<file path="config.mk">
export PLATFORM = sky130hd
export DESIGN_NAME = rtc_regblk
export DESIGN_NICKNAME = d
export VERILOG_FILES = /design/src/rtl/rtc_pkg.sv /design/src/rtl/rtc_setclr.sv /design/src/rtl/rtc_shadow.sv /design/src/rtl/rtc_wdog.sv /design/src/rtl/rtc_regblk.sv
export SDC_FILE = /design/constraint.sdc
export NUM_CORES = 1
export LEC_CHECK = 0
export CORE_ASPECT_RATIO = 0.8
export CORE_UTILIZATION = 50
export DETAILED_ROUTE_END_ITERATION = 8
export DONT_BUFFER_PORTS = 1
export HOLD_SLACK_MARGIN = 0.06
export PLACE_DENSITY_LB_ADDON = 0.08
export SYNTH_ARGS = -nofsm -noshare
export SYNTH_HDL_FRONTEND = slang
export SYNTH_SLANG_ARGS = --single-unit
</file>
<file path="constraint.sdc">
create_clock -name clk_i -period 7.05 [get_ports clk_i]
set_clock_uncertainty 0.05 [all_clocks]
set_input_delay 2.115 -clock clk_i [delete_from_list [all_inputs] [get_ports clk_i]]
set_output_delay 2.115 -clock clk_i [all_outputs]
set_load 0.03 [all_outputs]
</file>
<file path="src/rtl/rtc_pkg.sv">
package rtc_pkg;
  localparam int ADDR_W = 8;
  localparam int DATA_W = 32;

  localparam logic [ADDR_W-1:0] A_CTRL     = 8'h00;
  localparam logic [ADDR_W-1:0] A_CTRL_SET = 8'h04;
  localparam logic [ADDR_W-1:0] A_CTRL_CLR = 8'h08;
  localparam logic [ADDR_W-1:0] A_STAT     = 8'h10;
  localparam logic [ADDR_W-1:0] A_SEC      = 8'h30;
  localparam logic [ADDR_W-1:0] A_ALM      = 8'h40;
  localparam logic [ADDR_W-1:0] A_WDOG     = 8'h50;
  localparam logic [ADDR_W-1:0] A_P0       = 8'h60;
  localparam logic [ADDR_W-1:0] A_P0_SET   = 8'h64;
  localparam logic [ADDR_W-1:0] A_P0_CLR   = 8'h68;
  localparam logic [ADDR_W-1:0] A_P1       = 8'h70;

  // control bits
  localparam int C_IRQ_EN  = 0;
  localparam int C_MS_EN   = 1;
  localparam int C_PEND    = 2;
  localparam int C_WDOG_EN = 4;
  // persistent0 bits
  localparam int P_WAKE_EN = 1;
  localparam int P_ALM_EN  = 2;
  localparam int P_WAKE    = 7;
  // persistent1 bits
  localparam int P1_FORCE  = 31;

  localparam logic [DATA_W-1:0] CTRL_MASK = 32'h0000_0017;
  localparam logic [DATA_W-1:0] P0_MASK   = 32'h0000_0086;
  localparam logic [DATA_W-1:0] P1_MASK   = 32'h8000_0000;

  // status layout
  localparam int S_STALE_BASE = 16;
  localparam int S_STALE_ALM  = S_STALE_BASE + 6;
  localparam int S_STALE_SEC  = S_STALE_BASE + 7;
  localparam int S_PRESENT    = 31;
endpackage

</file>
<file path="src/rtl/rtc_setclr.sv">
module rtc_setclr #(
  parameter int W = 32,
  parameter logic [W-1:0] MASK = '1
) (
  input  logic         clk_i,
  input  logic         rst_ni,
  input  logic         wr_i,
  input  logic         set_i,
  input  logic         clr_i,
  input  logic [W-1:0] wdata_i,
  input  logic [W-1:0] hw_set_i,
  output logic [W-1:0] q_o
);
  logic [W-1:0] q, sw_nxt;

  always_comb begin
    sw_nxt = q;
    if (wr_i)       sw_nxt = wdata_i & MASK;
    else if (set_i) sw_nxt = q | (wdata_i & MASK);
    else if (clr_i) sw_nxt = q & ~wdata_i;
  end

  // hardware set wins over a same-cycle software clear
  always_ff @(posedge clk_i or negedge rst_ni)
    if (!rst_ni) q <= '0;
    else         q <= sw_nxt | (hw_set_i & MASK);

  assign q_o = q;

  a_r3_hold: assert property (@(posedge clk_i) disable iff (!rst_ni)
    (!wr_i && !set_i && !clr_i && hw_set_i == '0) |=> $stable(q_o));
endmodule

</file>
<file path="src/rtl/rtc_shadow.sv">
module rtc_shadow #(
  parameter int W   = 32,
  parameter int LAT = 4
) (
  input  logic         clk_i,
  input  logic         rst_ni,
  input  logic         wr_i,
  input  logic [W-1:0] wdata_i,
  output logic         stale_o,
  output logic         commit_o,
  output logic [W-1:0] commit_data_o
);
  localparam int CNT_W = $clog2(LAT + 1);

  logic [CNT_W-1:0] cnt;
  logic [W-1:0]     hold;

  always_ff @(posedge clk_i or negedge rst_ni)
    if (!rst_ni) begin
      cnt  <= '0;
      hold <= '0;
    end else if (wr_i) begin
      cnt  <= CNT_W'(LAT);
      hold <= wdata_i;
    end else if (cnt != '0) begin
      cnt  <= cnt - 1'b1;
    end

  assign stale_o       = (cnt != '0);
  assign commit_o      = (cnt == CNT_W'(1)) && !wr_i;
  assign commit_data_o = hold;

  a_r4_stale_after_wr: assert property (@(posedge clk_i) disable iff (!rst_ni)
    wr_i |=> stale_o);
  a_r4_commit_ends: assert property (@(posedge clk_i) disable iff (!rst_ni)
    commit_o |=> !stale_o);
endmodule

</file>
<file path="src/rtl/rtc_wdog.sv">
module rtc_wdog #(
  parameter int W = 32
) (
  input  logic         clk_i,
  input  logic         rst_ni,
  input  logic         load_i,
  input  logic [W-1:0] load_val_i,
  input  logic         en_i,
  input  logic         tick_i,
  output logic [W-1:0] cnt_o,
  output logic         rst_o
);
  logic [W-1:0] cnt;
  logic         pulse;
  logic         step;

  assign step = en_i && tick_i && (cnt != '0) && !load_i;

  always_ff @(posedge clk_i or negedge rst_ni)
    if (!rst_ni) begin
      cnt   <= '0;
      pulse <= 1'b0;
    end else begin
      if (load_i)    cnt <= load_val_i;
      else if (step) cnt <= cnt - 1'b1;
      pulse <= step && (cnt == W'(1));
    end

  assign cnt_o = cnt;
  assign rst_o = pulse;

  a_r10_single_pulse: assert property (@(posedge clk_i) disable iff (!rst_ni)
    rst_o |=> !rst_o);
  a_r10_pulse_at_zero: assert property (@(posedge clk_i) disable iff (!rst_ni)
    (rst_o && !$past(load_i)) |-> (cnt_o == '0));
endmodule

</file>
<file path="src/rtl/rtc_regblk.sv">
module rtc_regblk
  import rtc_pkg::*;
#(
  parameter int COMMIT_LAT = 4,
  parameter int SEC_W      = 32,
  parameter int WDOG_W     = 32
) (
  input  logic              clk_i,
  input  logic              rst_ni,
  input  logic [ADDR_W-1:0] addr_i,
  input  logic              we_i,
  input  logic [DATA_W-1:0] wdata_i,
  output logic [DATA_W-1:0] rdata_o,
  input  logic              tick_i,
  output logic              alarm_irq_o,
  output logic              wdog_rst_o
);
  logic [DATA_W-1:0] ctrl_q, p0_q, p1_q;
  logic [DATA_W-1:0] ctrl_hw, p0_hw;
  logic [SEC_W-1:0]  sec_q, alm_q, sec_nxt, sec_cd, alm_cd;
  logic [WDOG_W-1:0] wd_cnt;
  logic              sec_stale, alm_stale, sec_cmt, alm_cmt;
  logic              match;

  // bus decode
  logic wr_ctrl, set_ctrl, clr_ctrl, wr_p0, set_p0, clr_p0, wr_p1;
  logic wr_sec, wr_alm, wr_wd;
  assign wr_ctrl  = we_i && addr_i == A_CTRL;
  assign set_ctrl = we_i && addr_i == A_CTRL_SET;
  assign clr_ctrl = we_i && addr_i == A_CTRL_CLR;
  assign wr_p0    = we_i && addr_i == A_P0;
  assign set_p0   = we_i && addr_i == A_P0_SET;
  assign clr_p0   = we_i && addr_i == A_P0_CLR;
  assign wr_p1    = we_i && addr_i == A_P1;
  assign wr_sec   = we_i && addr_i == A_SEC;
  assign wr_alm   = we_i && addr_i == A_ALM;
  assign wr_wd    = we_i && addr_i == A_WDOG;

  rtc_shadow #(.W(SEC_W), .LAT(COMMIT_LAT)) u_sec_sh (
    .clk_i, .rst_ni, .wr_i(wr_sec), .wdata_i(wdata_i[SEC_W-1:0]),
    .stale_o(sec_stale), .commit_o(sec_cmt), .commit_data_o(sec_cd));

  rtc_shadow #(.W(SEC_W), .LAT(COMMIT_LAT)) u_alm_sh (
    .clk_i, .rst_ni, .wr_i(wr_alm), .wdata_i(wdata_i[SEC_W-1:0]),
    .stale_o(alm_stale), .commit_o(alm_cmt), .commit_data_o(alm_cd));

  // seconds / alarm committed state
  assign sec_nxt = sec_q + 1'b1;
  assign match   = tick_i && !sec_cmt && p0_q[P_ALM_EN] && (sec_nxt == alm_q);

  always_ff @(posedge clk_i or negedge rst_ni)
    if (!rst_ni) begin
      sec_q <= '0;
      alm_q <= '0;
    end else begin
      if (sec_cmt)     sec_q <= sec_cd;
      else if (tick_i) sec_q <= sec_nxt;
      if (alm_cmt)     alm_q <= alm_cd;
    end

  always_comb begin
    ctrl_hw         = '0;
    p0_hw           = '0;
    ctrl_hw[C_PEND] = match;
    p0_hw[P_WAKE]   = match && p0_q[P_WAKE_EN];
  end

  rtc_setclr #(.W(DATA_W), .MASK(CTRL_MASK)) u_ctrl (
    .clk_i, .rst_ni, .wr_i(wr_ctrl), .set_i(set_ctrl), .clr_i(clr_ctrl),
    .wdata_i, .hw_set_i(ctrl_hw), .q_o(ctrl_q));

  rtc_setclr #(.W(DATA_W), .MASK(P0_MASK)) u_p0 (
    .clk_i, .rst_ni, .wr_i(wr_p0), .set_i(set_p0), .clr_i(clr_p0),
    .wdata_i, .hw_set_i(p0_hw), .q_o(p0_q));

  rtc_setclr #(.W(DATA_W), .MASK(P1_MASK)) u_p1 (
    .clk_i, .rst_ni, .wr_i(wr_p1), .set_i(1'b0), .clr_i(1'b0),
    .wdata_i, .hw_set_i('0), .q_o(p1_q));

  rtc_wdog #(.W(WDOG_W)) u_wdog (
    .clk_i, .rst_ni, .load_i(wr_wd), .load_val_i(wdata_i[WDOG_W-1:0]),
    .en_i(ctrl_q[C_WDOG_EN]), .tick_i, .cnt_o(wd_cnt), .rst_o(wdog_rst_o));

  assign alarm_irq_o = ctrl_q[C_PEND] & ctrl_q[C_IRQ_EN];

  // read mux
  always_comb begin
    rdata_o = '0;
    unique case (addr_i)
      A_CTRL: rdata_o = ctrl_q;
      A_STAT: begin
        rdata_o[S_PRESENT]   = 1'b1;
        rdata_o[S_STALE_SEC] = sec_stale;
        rdata_o[S_STALE_ALM] = alm_stale;
      end
      A_SEC:  rdata_o = DATA_W'(sec_q);
      A_ALM:  rdata_o = DATA_W'(alm_q);
      A_WDOG: rdata_o = DATA_W'(wd_cnt);
      A_P0:   rdata_o = p0_q;
      A_P1:   rdata_o = p1_q;
      default: rdata_o = '0;
    endcase
  end

  a_r7_wake_gated: assert property (@(posedge clk_i) disable iff (!rst_ni)
    ($rose(p0_q[P_WAKE]) && !$past(we_i)) |-> $past(tick_i && p0_q[P_WAKE_EN] && p0_q[P_ALM_EN]));
  a_r7_pend_gated: assert property (@(posedge clk_i) disable iff (!rst_ni)
    ($rose(ctrl_q[C_PEND]) && !$past(we_i)) |-> $past(tick_i && p0_q[P_ALM_EN]));
endmodule

</file>
==> impl_metrics.env, run 1 <==
export IMPL_clk_latency_ns=0.53
export IMPL_cts_tree="yes"
export IMPL_layout_nets=1301
export IMPL_yosysUniqueCellTypes=63
export IMPL_drc=0
export IMPL_cp_required_ns=4.89
export IMPL_async_flop_share_pct=100.0
export IMPL_numCtsBuffers=25
export IMPL_clock_path_buffers=3
export IMPL_gp_congestion=0.9190
export IMPL_wl_per_cell_um=22.98
export IMPL_holdPathStages=2
export IMPL_end_kind="output pin"
export IMPL_synthFlopType="dfrtp_1"
export IMPL_die_area_sq_um=24950
export IMPL_cts_sinks=232
export IMPL_r2r_start="sec_q[8]"
export IMPL_power_density_nw_per_um2=293.1
export IMPL_portBuffers=0
export IMPL_period_share_pct=89.61
export IMPL_slew_headroom_pct=21.35
export IMPL_yosys_warnings=0
export IMPL_reg2regPathDepth=8
export IMPL_synth_nets=1314
export IMPL_fp_dieW_um=176.4
export IMPL_dr_pass1_iters=6
export IMPL_grt_pass1_vias=9291
export IMPL_ctsHoldBuffers=0
export IMPL_row_count=50
export IMPL_tns_ns=0
export IMPL_leakagePower_nw=6.074
export IMPL_via_count=9683
export IMPL_grt_remaining_overflow=0
export IMPL_gr_usage_all_layers_pct=29.92
export IMPL_synthToLayoutAreaGrowth_pct=10.30
export IMPL_grt_max_degree=233
export IMPL_cpMostUsedCell="buf_4"
export IMPL_root_buffer="clkbuf_16"
export IMPL_synth_seq_cells=232
export IMPL_grt_setup_unrepaired="no"
export IMPL_synth_edf_count=0
export IMPL_drv_slew=0
export IMPL_syn_area_sq_um=12160
export IMPL_drt_iter0_drc=1024
export IMPL_crit_path_max_incr_delay_ns=0.39
export IMPL_post_cts_setup_buffers=0
export IMPL_drive_above_1_share_pct=13.74
export IMPL_min_from="u_alm_sh.commit_data_o[17]"
export IMPL_cp_max_fo=22
export IMPL_fin_crit_ns=6.317
export IMPL_cp_startpoint="addr_i[1]"
export IMPL_syn_inst=1261
export IMPL_insertedDiodeCount=0
export IMPL_crit_type="input port to output pin"
export IMPL_crit_arrival_ns=4.15
export IMPL_fmax_ghz=0.1583
export IMPL_hold_violations=0
export IMPL_syn_avg_cell_area_sq_um=9.643
export IMPL_ys_seq_area_share_pct=47.74
export IMPL_crit_slowest_cell="buf_4"
export IMPL_worst_slew_pin_slew_ns=1.180
export IMPL_wl_mm=36.26
export IMPL_antenna_found_initial=0
export IMPL_grt_pass1_wl_mm=56.67
export IMPL_htreeDepth=1
export IMPL_setup_viol=0
export IMPL_hold_class="flop to flop"
export IMPL_io_pins=78
export IMPL_cts_resized=0
export IMPL_post_drt_via_cell_ratio=6.136
export IMPL_cts_clk_slew_worst_paths_ns=0.06
export IMPL_ir_worst_vdd_mv=0.1766
export IMPL_finalPower_mw=3.932
export IMPL_path_cells="nor4_1 > nand2b_1 > nor2_1 > nand2_1 > buf_4 > o21ai_0 > buf_4"
export IMPL_worstSetupStartpointType="input port"
export IMPL_core_sq_um=23650
export IMPL_drtAntennaViolNets=0
export IMPL_initial_core_util_pct=51.42
export IMPL_status="complete, no violations"
export IMPL_max_cap_violations=0
export IMPL_place_hpwl_mm=24.09
export IMPL_chipHeight_um=141.5
-- stage by stage --
step / std cells / setup slack (ns) / instance area [sq um] / hold slack, ns / utilization [%]
after floorplan: 1261 / 0.9358 / 12160 / 0.3901 / -
after global placement: 1533 / 0.9160 / 12590 / 0.4022 / 53.22
after detailed placement: 1533 / 0.8461 / 12590 / 0.4068 / 53.22
after CTS: 1578 / 0.8307 / 13410 / 0.4217 / 56.72
after global routing: 1578 / 0.6261 / 13410 / 0.4369 / 56.72
final: 1578 / 0.7327 / 13410 / 0.4197 / 56.72
-- sequential cells by signal (all words and copies together), names as in the netlist --
name and cells:
u_p0.q_o 32, u_alm_sh.cnt 3, u_ctrl.q_o 32, u_alm_sh.commit_data_o 32, u_sec_sh.cnt 3, u_wdog.cnt_o 32, u_sec_sh.commit_data_o 32, alm_q 32
sec_q 32, u_p1.q_o 1, u_wdog.rst_o 1
-- cell usage in the layout, fill, tap and decap left out, drive strengths merged, types with 3 or more instances in the layout --
| master | count |
|---|---|
| and3 | 27 |
| mux2i | 37 |
| xnor2 | 57 |
| a21oi | 19 |
| and2 | 7 |
| clkinv | 3 |
| buf | 45 |
| inv | 14 |
| dfrtp | 232 |
| o21ai | 98 |
| nor3b | 6 |
| or4 | 5 |
| nand3 | 25 |
| a211oi | 7 |
| bufinv | 3 |
| a221o | 5 |
| xor2 | 40 |
| nand4 | 28 |
| a222oi | 29 |
| ha | 9 |
| nor2b | 4 |
| nor2 | 102 |
| nand2 | 219 |
| nor3 | 18 |
| a31oi | 8 |
| nand2b | 13 |
| or2 | 5 |
| mux2 | 66 |
| o21a | 41 |
| nor4 | 21 |
| or3 | 6 |
| clkbuf | 38 |
-- critical path, delay by kind of cell --
family | cells | cell delay [ns]
and+or+nand+nor | 4 | 1.13
AOI/OAI and AO/OA | 1 | 0.28
buffers and inverters | 2 | 0.60
-- final timing paths --
check / slack [ns] / endpoint
max reg2reg: 3.50 / u_p0.q_o[7]
min: 0.42 / u_alm_sh.commit_data_o[17]
min reg2reg: 0.42 / u_alm_sh.commit_data_o[17]
max: 0.73 / rdata_o[16]
min in group asynchronous: 1.24 / u_alm_sh.commit_data_o[2]
max in group asynchronous: 5.27 / u_wdog.cnt_o[28]
-- cell usage after synthesis, drive strengths merged, types with 2 or more instances --
cell type  instances  share of area [%]
o211ai             2               0.12
mux2              66                6.1
and3              27                1.4
mux2i             37                3.0
inv               14               0.43
nor3              18               0.78
o21a              41                2.5
a221o              5               0.41
o21ai             98                4.0
or4                5               0.34
nand4             28                1.7
o22ai              2               0.10
nor4b              2               0.27
a22o               2               0.14
a2111o             2               0.19
nor3b              6               0.37
or2                5               0.26
and2               7               0.36
nor2b              4               0.21
nand3             25                1.0
xor2              40                2.9
or3                6               0.31
nand2b            13               0.67
a221oi             2               0.14
a21oi             19               0.78
nor2             102                3.1
a31oi              8               0.41
dfrtp            232                 48
a211oi             7               0.43
nand2            219                6.8
a21boi             2               0.12
xnor2             57                4.1
buf               24                1.1
nor4              21                1.4
clkbuf            61                1.9
ha                 9               0.93
a222oi            29                2.4
a41oi              2               0.14
-- power by group --
group	leakage (nW)	switching, mW	total (mW)	internal [mW]
Sequential	3.19	0.270	1.76	1.49
Combinational	2.48	0.459	0.821	0.361
Clock	0.402	0.546	1.35	0.806
Total	6.07	1.28	3.93	2.66
-- cell type report --
class,count,area (sq um)
clock buffers,38,714.4
flip-flops and latches,232,5806
clock inverters,7,112.6
inverters,14,52.55
repair buffers,45,337.8
well taps,312,390.4
fillers,2139,10230
multi-input cells,930,6000
-- routing by layer --
layer | routed length, um | GRT usage (%) | vias to the layer above
li1 | - | - | 4412
met3 | 3114 | 6.404 | 63
met4 | 839 | 7.214 | 0
met1 | 17480 | 46.16 | 4818
met5 | 0 | 0 | -
met2 | 14820 | 42.44 | 390
-- kinds of logic (layout without fill, tap and decap cells) --
logic type / after synthesis / count (layout) / share of synthesized area (%)
muxes: 103 / 103 / 9.157
buffers and inverters: 99 / 104 / 3.406
AOI/OAI and AO/OA: 229 / 229 / 12.60
and+or+nand+nor: 492 / 492 / 19.18
adders and majority gates: 9 / 9 / 0.9260
xor gates and xnor gates: 97 / 97 / 6.986
DFF: 232 / 232 / 47.74
No activity file was read; power rests on OpenSTA's default activity.
==> run 2, diff against run 1 <==
--- a/config.mk
+++ b/config.mk
@@ -12,4 +12,5 @@
 export HOLD_SLACK_MARGIN = 0.06
 export PLACE_DENSITY_LB_ADDON = 0.08
+export SKIP_LAST_GASP = 1
 export SYNTH_ARGS = -nofsm -noshare
 export SYNTH_HDL_FRONTEND = slang
==> constraint.sdc (replaced) <==
create_clock -name clk_i -period 7.05 [get_ports clk_i]
set_clock_uncertainty 0.05 [all_clocks]
set_input_delay 0.3525 -clock clk_i [delete_from_list [all_inputs] [get_ports clk_i]]
set_output_delay 0.3525 -clock clk_i [all_outputs]
set_load 0.03 [all_outputs]
==> impl_metrics.env, run 2 (synthesis gave the netlist of run 1 again) <==
export IMPL_status="complete, no violations"
export IMPL_dpl_cell_count=1502
export IMPL_final_common_cell="dfrtp_1"
export IMPL_fmax_ghz=0.2971
export IMPL_min_from="wdata_i[2]"
export IMPL_htreeDepth=1
export IMPL_holdPathEnd="u_p0.q_o[2]"
export IMPL_reg2regPathDepth=8
export IMPL_grt_pass1_wl_mm=58.72
export IMPL_gr_usage_all_layers_pct=30.86
export IMPL_cp_required_ns=7.43
export IMPL_final_cell_mix="232 x dfrtp_1, 219 x nand2_1, 98 x nor2_1"
export IMPL_leakagePower_nw=6.082
export IMPL_gp_congestion=0.9041
export IMPL_layout_nets=1306
export IMPL_chipHeight_um=141.5
export IMPL_fin_area_sq_um=13570
export IMPL_power_density_nw_per_um2=289.1
export IMPL_slew_headroom_pct=22.16
export IMPL_drc=0
export IMPL_crit_type="flop to flop"
export IMPL_clock_path_buffers=3
export IMPL_grt_setup_unrepaired="no"
export IMPL_drive_above_1_share_pct=11.73
export IMPL_drv_slew=0
export IMPL_grt_pass1_vias=9519
export IMPL_initial_core_util_pct=51.42
export IMPL_clk_latency_ns=0.52
export IMPL_final_cells=1582
export IMPL_io_pins=78
export IMPL_place_hpwl_mm=24.51
export IMPL_grt_max_degree=233
export IMPL_fp_dieW_um=176.4
export IMPL_antenna_found_initial=1
export IMPL_core_sq_um=23650
export IMPL_cp_max_fo=12
export IMPL_crit_path_max_incr_delay_ns=0.60
export IMPL_dr_pass1_iters=8
export IMPL_synthToLayoutAreaGrowth_pct=11.55
export IMPL_r2r_setup_slack_ns=3.68
export IMPL_wl_per_cell_um=23.66
export IMPL_met1_usage_pct=49.58
export IMPL_portBuffers=0
export IMPL_hold_class="input port to flop"
export IMPL_cts_tree="yes"
export IMPL_r2r_start="sec_q[8]"
export IMPL_drtAntennaViolNets=0
export IMPL_hold_violations=0
export IMPL_numCtsBuffers=24
export IMPL_tns_ns=0
export IMPL_r2r_end="u_p0.q_o[7]"
export IMPL_setup_viol=0
export IMPL_placed_area_sq_um=12350
export IMPL_max_cap_violations=0
export IMPL_gr_usage_met3_pct=3.885
export IMPL_fillers=2084
export IMPL_grt_busiest_layer="met1"
export IMPL_grt_remaining_overflow=0
export IMPL_fin_ws_ns=3.684
export IMPL_met2_usage_pct=44.72
export IMPL_row_count=50
export IMPL_crit_slowest_cell="or4_1"
export IMPL_drt_iter0_drc=1035
export IMPL_worstSetupStartpointType="flop"
export IMPL_cts_clk_slew_worst_paths_ns=0.06
export IMPL_fin_crit_ns=3.366
export IMPL_via_count=9773
export IMPL_crit_arrival_ns=3.74
export IMPL_post_drt_via_cell_ratio=6.178
export IMPL_worst_slew_pin_slew_ns=1.165
export IMPL_cp_startpoint="sec_q[8]"
export IMPL_cts_sinks=232
export IMPL_pre_cts_ws_ns=3.754
export IMPL_cts_resized=0
export IMPL_holdPathStages=2
export IMPL_insertedDiodeCount=0
export IMPL_root_buffer="clkbuf_16"
export IMPL_ir_worst_vdd_mv=0.1543
export IMPL_path_cells="nand3_1 > or4_1 > nor4_1 > xnor2_1 > xnor2_1 > or4_1 > a2111o_1 > o31ai_2"
export IMPL_end_kind="flop"
export IMPL_period_share_pct=47.75
export IMPL_die_area_sq_um=24950
export IMPL_wl_mm=37.43
[run 2: changes by cell type in the layout (fill, tap and decap cells not counted), moves of 2 or more]
cell,change
dlygate4sd3_1,+35
buf_4,-31
clkbuf_1,-6
clkbuf_8,+4
clkinv_2,+3
buf_16,+2
bufinv_16,-2
[run 2: worst max-delay path by stage]
stage / to / slack [ns] / cells after the start
floorplan: u_p0.q_o[7] / 4.14 / 9
global placement: u_p0.q_o[7] / 3.86 / 8
detailed placement: u_p0.q_o[7] / 3.75 / 8
CTS: u_p0.q_o[7] / 3.73 / 8
global route: u_wdog.cnt_o[11] / 3.52 / 8
finish: u_p0.q_o[7] / 3.68 / 8
[run 2: layout make-up]
| type | instances | area, sq um | area share (%) |
|---|---|---|---|
| Clock inverter | 7 | 60.06 | 0.4427 |
| Clock buffer | 36 | 747.0 | 5.506 |
| Multi-Input combinational cell | 930 | 6000 | 44.23 |
| Timing Repair Buffer | 51 | 510.5 | 3.763 |
| Sequential cell | 232 | 5806 | 42.80 |
| Inverter | 14 | 52.55 | 0.3874 |
| Tap cell | 312 | 390.4 | 2.878 |
[run 2: metrics by stage]
step	hold slack, ns	utilization, %	power, mW
2_1_floorplan	0.006909	-	2.330
3_3_place_gp	0.01794	52.24	2.550
3_5_place_dp	0.01728	52.24	2.557
4_1_cts	0.06311	57.25	3.927
5_1_grt	0.08073	57.37	4.111
6_report	0.08857	57.37	3.922
[run 2: power breakdown]
| group | internal (mW) | switching (mW) | leakage [nW] |
|---|---|---|---|
| sequential | 1.49 | 0.269 | 3.19 |
| clock | 0.765 | 0.533 | 0.407 |
| combinational | 0.375 | 0.490 | 2.48 |
| total | 2.63 | 1.29 | 6.08 |
[run 2: layer usage]
metal	wire, um	part of all wire (%)
met1	18470	49
met2	15880	42
met3	2627	7.0
met4	458	1.2
met5	0	0
[run 2: repair_timing]
item | in CTS | in global routing
hold buffers | 36 | 0
setup buffers | 0 | 0
endpoints found under the hold margin | 398 | 0
[run 2: worst max-delay path: cells and delay by family (launching register included)]
family | cells | cell delay, ns
compound gates | 2 | 0.61
xor+xnor | 2 | 0.29
simple gates | 4 | 1.77
flops | 1 | 0.55
